[src/rtl/kbc_mbox_pkg.sv]
package kbc_mbox_pkg;
  localparam int DW     = 8;
  localparam int ST_OBF = 0;
  localparam int ST_IBF = 1;
  localparam int ST_SYS = 2;
  localparam int ST_CMD = 3;
  localparam int ST_GLO = 4;
  localparam int GEN_W  = DW - ST_GLO;

  typedef struct packed {
    logic wr;
    logic rd_data;
    logic cmd_sel;
  } host_evt_t;

  typedef struct packed {
    logic data_wr;
    logic data_rd;
    logic stat_wr;
  } core_evt_t;
endpackage

[src/rtl/kbc_host_decode.sv]
module kbc_host_decode
  import kbc_mbox_pkg::*;
(
  input  logic      cs_i,
  input  logic      rd_i,
  input  logic      wr_i,
  input  logic      addr_i,
  output host_evt_t evt_o
);
  always_comb begin
    evt_o.wr      = cs_i & wr_i;
    evt_o.rd_data = cs_i & rd_i & ~addr_i;
    evt_o.cmd_sel = addr_i;
  end
endmodule

[src/rtl/kbc_byte_reg.sv]
module kbc_byte_reg #(
  parameter int W = 8
) (
  input  logic         clk_i,
  input  logic         rst_ni,
  input  logic         en_i,
  input  logic [W-1:0] d_i,
  output logic [W-1:0] q_o
);
  always_ff @(posedge clk_i or negedge rst_ni) begin
    if (!rst_ni)   q_o <= '0;
    else if (en_i) q_o <= d_i;
  end
endmodule

[src/rtl/kbc_status_ctl.sv]
module kbc_status_ctl
  import kbc_mbox_pkg::*;
(
  input  logic          clk_i,
  input  logic          rst_ni,
  input  host_evt_t     host_i,
  input  core_evt_t     core_i,
  input  logic [DW-1:0] core_wdata_i,
  input  logic          irq_en_i,
  output logic [DW-1:0] status_o,
  output logic          irq_o,
  output logic          pulse_o
);
  logic             obf_q, ibf_q, sys_q, cmd_q;
  logic [GEN_W-1:0] gen_q;

  always_ff @(posedge clk_i or negedge rst_ni) begin
    if (!rst_ni) begin
      obf_q   <= 1'b0;
      ibf_q   <= 1'b0;
      sys_q   <= 1'b0;
      cmd_q   <= 1'b0;
      gen_q   <= '0;
      irq_o   <= 1'b0;
      pulse_o <= 1'b0;
    end else begin
      // core write wins over a simultaneous host drain
      if (core_i.data_wr)      obf_q <= 1'b1;
      else if (host_i.rd_data) obf_q <= 1'b0;
      // host write wins over a simultaneous core drain
      if (host_i.wr)           ibf_q <= 1'b1;
      else if (core_i.data_rd) ibf_q <= 1'b0;
      if (host_i.wr)           cmd_q <= host_i.cmd_sel;
      if (core_i.stat_wr) begin
        sys_q <= core_wdata_i[ST_SYS];
        gen_q <= core_wdata_i[DW-1:ST_GLO];
      end
      if (core_i.data_wr && irq_en_i) irq_o <= 1'b1;
      else if (host_i.rd_data)        irq_o <= 1'b0;
      pulse_o <= host_i.wr & ~ibf_q;
    end
  end

  always_comb begin
    status_o               = '0;
    status_o[ST_OBF]       = obf_q;
    status_o[ST_IBF]       = ibf_q;
    status_o[ST_SYS]       = sys_q;
    status_o[ST_CMD]       = cmd_q;
    status_o[DW-1:ST_GLO]  = gen_q;
  end
endmodule

[src/rtl/kbc_mailbox.sv]
module kbc_mailbox
  import kbc_mbox_pkg::*;
(
  input  logic          clk_i,
  input  logic          rst_ni,
  input  logic          host_cs_i,
  input  logic          host_rd_i,
  input  logic          host_wr_i,
  input  logic          host_addr_i,
  input  logic [DW-1:0] host_wdata_i,
  output logic [DW-1:0] host_rdata_o,
  input  logic          core_data_wr_i,
  input  logic          core_data_rd_i,
  input  logic          core_stat_wr_i,
  input  logic [DW-1:0] core_wdata_i,
  output logic [DW-1:0] core_rdata_o,
  output logic [DW-1:0] core_status_o,
  input  logic          irq_en_i,
  output logic          kbd_irq_o,
  output logic          core_ibf_pulse_o
);
  localparam int NBUF = 2;

  host_evt_t     host_evt;
  core_evt_t     core_evt;
  logic [DW-1:0] status;
  logic [DW-1:0] buf_q [NBUF];
  logic          buf_en [NBUF];
  logic [DW-1:0] buf_d [NBUF];

  kbc_host_decode u_dec (
    .cs_i   (host_cs_i),
    .rd_i   (host_rd_i),
    .wr_i   (host_wr_i),
    .addr_i (host_addr_i),
    .evt_o  (host_evt)
  );

  always_comb begin
    core_evt.data_wr = core_data_wr_i;
    core_evt.data_rd = core_data_rd_i;
    core_evt.stat_wr = core_stat_wr_i;
    // slot 0: host->core, slot 1: core->host
    buf_en[0] = host_evt.wr;
    buf_d[0]  = host_wdata_i;
    buf_en[1] = core_data_wr_i;
    buf_d[1]  = core_wdata_i;
  end

  for (genvar g = 0; g < NBUF; g++) begin : g_buf
    kbc_byte_reg #(.W(DW)) u_reg (
      .clk_i  (clk_i),
      .rst_ni (rst_ni),
      .en_i   (buf_en[g]),
      .d_i    (buf_d[g]),
      .q_o    (buf_q[g])
    );
  end

  kbc_status_ctl u_stat (
    .clk_i        (clk_i),
    .rst_ni       (rst_ni),
    .host_i       (host_evt),
    .core_i       (core_evt),
    .core_wdata_i (core_wdata_i),
    .irq_en_i     (irq_en_i),
    .status_o     (status),
    .irq_o        (kbd_irq_o),
    .pulse_o      (core_ibf_pulse_o)
  );

  assign core_rdata_o  = buf_q[0];
  assign core_status_o = status;
  assign host_rdata_o  = host_addr_i ? status : buf_q[1];
endmodule

[config.mk]
export PLATFORM = sky130hd
export DESIGN_NAME = kbc_mailbox
export DESIGN_NICKNAME = d
export VERILOG_FILES = /design/src/rtl/kbc_mbox_pkg.sv /design/src/rtl/kbc_host_decode.sv /design/src/rtl/kbc_byte_reg.sv /design/src/rtl/kbc_status_ctl.sv /design/src/rtl/kbc_mailbox.sv
export SDC_FILE = /design/constraint.sdc
export NUM_CORES = 1
export LEC_CHECK = 0
export BUFFER_PORTS_ARGS = -buffer_cell sky130_fd_sc_hd__buf_2
export CELL_PAD_IN_SITES_DETAIL_PLACEMENT = 1
export CELL_PAD_IN_SITES_GLOBAL_PLACEMENT = 1
export CORE_AREA = 2 2 61 63
export DETAILED_ROUTE_END_ITERATION = 8
export DIE_AREA = 0 0 63 65
export GPL_TIMING_DRIVEN = 0
export HOLD_SLACK_MARGIN = 0.03
export PLACE_DENSITY = 0.75
export SLEW_MARGIN = 5
export SYNTH_ARGS = -nofsm -noshare
export SYNTH_HDL_FRONTEND = slang
export SYNTH_HIERARCHICAL = 1
export SYNTH_SLANG_ARGS = --single-unit
[constraint.sdc]
create_clock -name clk_i -period 1.15 [get_ports clk_i]
set_input_delay 0.23 -clock clk_i [delete_from_list [all_inputs] [get_ports clk_i]]
set_output_delay 0.23 -clock clk_i [all_outputs]
set_load 0.05 [all_outputs]
# Word-level counts from Yosys, hierarchy flattened

Cells that the tools add are included.

Flip-flop bits (word level): 26
Bits in latches: 0
Bits in writable memories: 0
Bits in read-only memories: 0
Bits of input ports: 26
Output and inout port bits: 26
Word-level logic and storage cells: 25
Memories kept: 0

Add/subtract/negate cells: 0
$mul: 0
Divide/modulo/power cells: 0
Order comparisons: 0
Equal/unequal tests: 0
Shifts and indexed selects: 0
Multiplexer cells: 6
Bitwise operators: 6
Reductions and logical operators: 4

Operators with widths:

| kind              | number |
|---|---|
| $mux 8            | 1 |
| $reduce_bool 2->1 | 3 |
| $mux 1            | 5 |
| $and 1x1->1       | 4 |
| $not 1->1         | 2 |
| $logic_and 1x1->1 | 1 |

# Logic depth before layout (Yosys ltp)

Depth after elaboration: 4
Depth in mapped cells: 3
Depth with buffers taken out: 3

# Hierarchy

Netlist, hierarchy kept.

Modules (own cells, without submodules):

| module          | times used | cells an instance | area each (µm²) | sequential area each (µm²) |
|---|---|---|---|---|
| kbc_byte_reg    | 2          | 17                | 331.6           | 200.2 |
| kbc_status_ctl  | 1          | 26                | 385.4           | 250.2 |
| kbc_mailbox     | 1          | 9                 | 131.4           | 0.0 |
| kbc_host_decode | 1          | 3                 | 22.5            | 0.0 |

# Least setup slack after synthesis

Ideal clock, no wire load.

Kind: reg-to-output
From: register u_stat.gen_q[0]
To: output host_rdata_o[4]
Data arrival time: 964 ps
Data required time: 920 ps
Path slack: -44 ps
Stages on the path, launching flop included: 2
Path buffers: 0
Cells stage by stage: dfrtp_1 -> mux2_4

Cells in the longest elaborated chain, start to end: 1

Ends and longest elaborated chain:

| item                     | RTL line             | text |
|---|---|---|
| start: declaration       | kbc_status_ctl.sv:15 | `logic [GEN_W-1:0] gen_q;` |
| start signal: assignment | kbc_status_ctl.sv:36 | `gen_q <= core_wdata_i[DW-1:ST_GLO];` |
| $mux 8                   | kbc_mailbox.sv:74    | `assign host_rdata_o = host_addr_i ? status : buf_q[1];` |
| end: declaration         | kbc_mailbox.sv:11    | `output logic [DW-1:0] host_rdata_o,` |

Every way passes these cells.

# Final worst setup path

From: register u_stat.sys_q
To: output host_rdata_o[2]

Cells in the longest elaborated chain, start to end: 1

Ends and longest elaborated chain:

| item                     | RTL line             | text |
|---|---|---|
| start: declaration       | kbc_status_ctl.sv:14 | `logic obf_q, ibf_q, sys_q, cmd_q;` |
| start signal: assignment | kbc_status_ctl.sv:35 | `sys_q <= core_wdata_i[ST_SYS];` |
| $mux 8                   | kbc_mailbox.sv:74    |  |

Every way passes these cells.

==> results.json <==
{
  "critPathKind": "flip-flop to primary output",
  "drt_iter0_drc": 18,
  "fin_crit_sh": 1.24,
  "ioPinCount": 52,
  "clk_pin_slew_ns": 0.15,
  "grt_pass1_vias": 1017,
  "fin_skew_ns": 0.000615,
  "die_w_um": 63,
  "syn_area_mm2": 0.00120,
  "grt_overflow_total": 0,
  "postPlaceCellArea_mm2": 0.00152,
  "ys_seq_area_frac": 0.541,
  "grt_pass1_wl_mm": 4.95,
  "synth-seq-cells": 26,
  "drc": 0,
  "dp_hpwl_mm": 1.99,
  "end_kind": "primary output",
  "clockPowerShare": 0.210,
  "status": "finished, violations left",
  "place_inst": 171,
  "violations": "setup timing",
  "via_per_inst": 4.43,
  "swShare": 0.332,
  "gp_congestion": 0.662,
  "relSlewSlack": 0.617,
  "rows": 22,
  "leakage_uw": 0.00103,
  "drive_gt1_frac": 0.800,
  "finalHoldViolations": 0,
  "fmax_mhz": 700,
  "io_buffers": 51,
  "antenna_found_initial": 0,
  "finalInstanceArea_mm2": 0.00202,
  "post-place-ws_ns": -0.123,
  "cts_max_level": 1,
  "cts_root_buf": "clkbuf_4",
  "drv_cap": 0,
  "dr.pass1.iters": 4,
  "power.internal_uw": 2000,
  "start_util": 0.344,
  "antenna_left": 0,
  "die_h_um": 65,
  "fin_crit_ns": 1.43,
  "grt.total_usage": 0.157,
  "wirelength_mm": 3.43,
  "final_cell_mix": "buf_4 (25), buf_2 (25), buf_6 (24), mux2_4 (24), dfrtp_1 (22)",
  "pwr-share-seq": 0.367,
  "cts_sinks": 26,
  "cp.arrival_ns": 1.20,
  "antenna-diode-count": 0,
  "p_per_area_mw_per_mm2": 1480,
  "area_delta_synth_final_pct": 68.2,
  "synth_cells": 72,
  "rsz0062_at_grt": "yes",
  "hold_class": "input pin to flip-flop",
  "start_kind": "flip-flop",
  "dieArea_mm2": 0.00410,
  "p_total_uw": 3000,
  "final_nets": 182,
  "cp.required_ns": 0.92,
  "pwr-share-comb": 0.422,
  "placeableCoreArea_mm2": 0.00350,
  "num_vias": 900,
  "tightest_slew_ns": 0.575,
  "post-route-util": 0.578,
  "grt_start_max_net_pins": 27,
  "cp_max_fo": 2,
  "setup_ws_ns": -0.279,
  "clk_latency_ns": 0.31,
  "clock_path_buffers": 2,
  "stdcell_count": 203,
  "wl_per_cell_um": 16.9,
  "syn_avg_cell_area_um2": 16.7,
  "irDropWorstVdd_v": 0.000684,
  "p_sw_uw": 996,
  "setup_viol": 16,
  "cts_tree": "yes",
  "slew_violations": 0,
  "yosys.cell_types.count": 11,
  "cts_inserted_buffers": 3,
  "synth_nets": 98,
  "synth-warning-count": 6
}
-- cells in the mapped netlist --
cell / n / share of area
dfrtp_1: 26 / 0.54
mux2_4: 24 / 0.30
mux2_2: 6 / 0.056
buf_4: 5 / 0.031
buf_6: 3 / 0.028
a21o_1: 2 / 0.012
inv_1: 2 / 0.0062
a22o_1: 1 / 0.0073
and2_1: 1 / 0.0052
and3b_1: 1 / 0.0073
nor2b_1: 1 / 0.0052
-- metal layers --
layer / GRT usage / routed length [um]
met3: 0.0139 / 131
met1: 0.179 / 1390
met5: 0 / 0
met2: 0.306 / 1890
met4: 0.0500 / 27
-- path summary, 6_finish.rpt --
| check | startpoint | to | slack [ns] | cells past startpoint |
|---|---|---|---|---|
| worst max-delay path | u_stat/sys_q | host_rdata_o[2] | -0.28 | 2 |
| worst min-delay path | host_wdata_i[2] | g_buf[0].u_reg/q_o[2] | 0.13 | 2 |
| worst max register to register | u_stat/sys_q | u_stat/sys_q | 0.10 | 3 |
| worst min register to register | g_buf[1].u_reg/q_o[1] | g_buf[1].u_reg/q_o[1] | 0.53 | 1 |
| max in group asynchronous | rst_ni | u_stat/gen_q[3] | 0.32 | 2 |
| min in group asynchronous | rst_ni | g_buf[1].u_reg/q_o[4] | 0.43 | 2 |
-- registers in the layout, summed over array words and instances, names as in the netlist --
name,count
u_stat/cmd_q,1
u_stat/sys_q,1
u_stat/ibf_q,1
u_stat/pulse_o,1
g_buf.u_reg/q_o,16
u_stat/obf_q,1
u_stat/irq_o,1
u_stat/gen_q,4
-- power groups by stage --
stage                     clock network [uW]  registers [uW]  logic (uW)
after global routing                     690            1110        1310
after detailed placement                   0            1100         878
after global placement                     0            1090         858
final                                    630            1100        1270
after CTS                                646            1090        1170
after floorplan                            0            1310         447
-- critical path: stages, from the launching register on --
cell and delay [ns]:
dfrtp_1 0.44, mux2_4 0.29, buf_8 0.15
-- cells by family after synthesis --
group,count (synthesis),share of synthesized area
multiplexers,30,0.356
flip-flops,26,0.541
buffers and inverters,10,0.0656
AO/OA/AOI/OAI,3,0.0198
AND/OR/NAND/NOR,3,0.0177
-- cell type report --
type	count	area, um^2
Buffer	4	41.3
Clock buffer	3	22.5
Clock inverter	1	30.0
Fill cell	372	1470
Inverter	2	7.51
Multi-Input combinational cell	36	473
Sequential cell	26	656
Tap cell	48	60.1
Timing Repair Buffer	83	732
-- per-stage QoR --
step | hold slack (ns) | TNS, ns
after global placement | 0.248 | -0.774
after detailed placement | 0.267 | -1.00
after global routing | 0.106 | -4.05
after floorplan | -0.0656 | 0
after CTS | 0.122 | -2.88
final | 0.134 | -3.02
-- what timing repair did --
action / in CTS / in global routing
buffers inserted: 18 / 19
endpoints found under the setup margin: 26 / 24
hold buffers: 1 / 0
hold endpoints to repair: 26 / 0
cloned: 0 / 0
resized for setup: 65 / 12
Power figures use the tool's default switching activity.
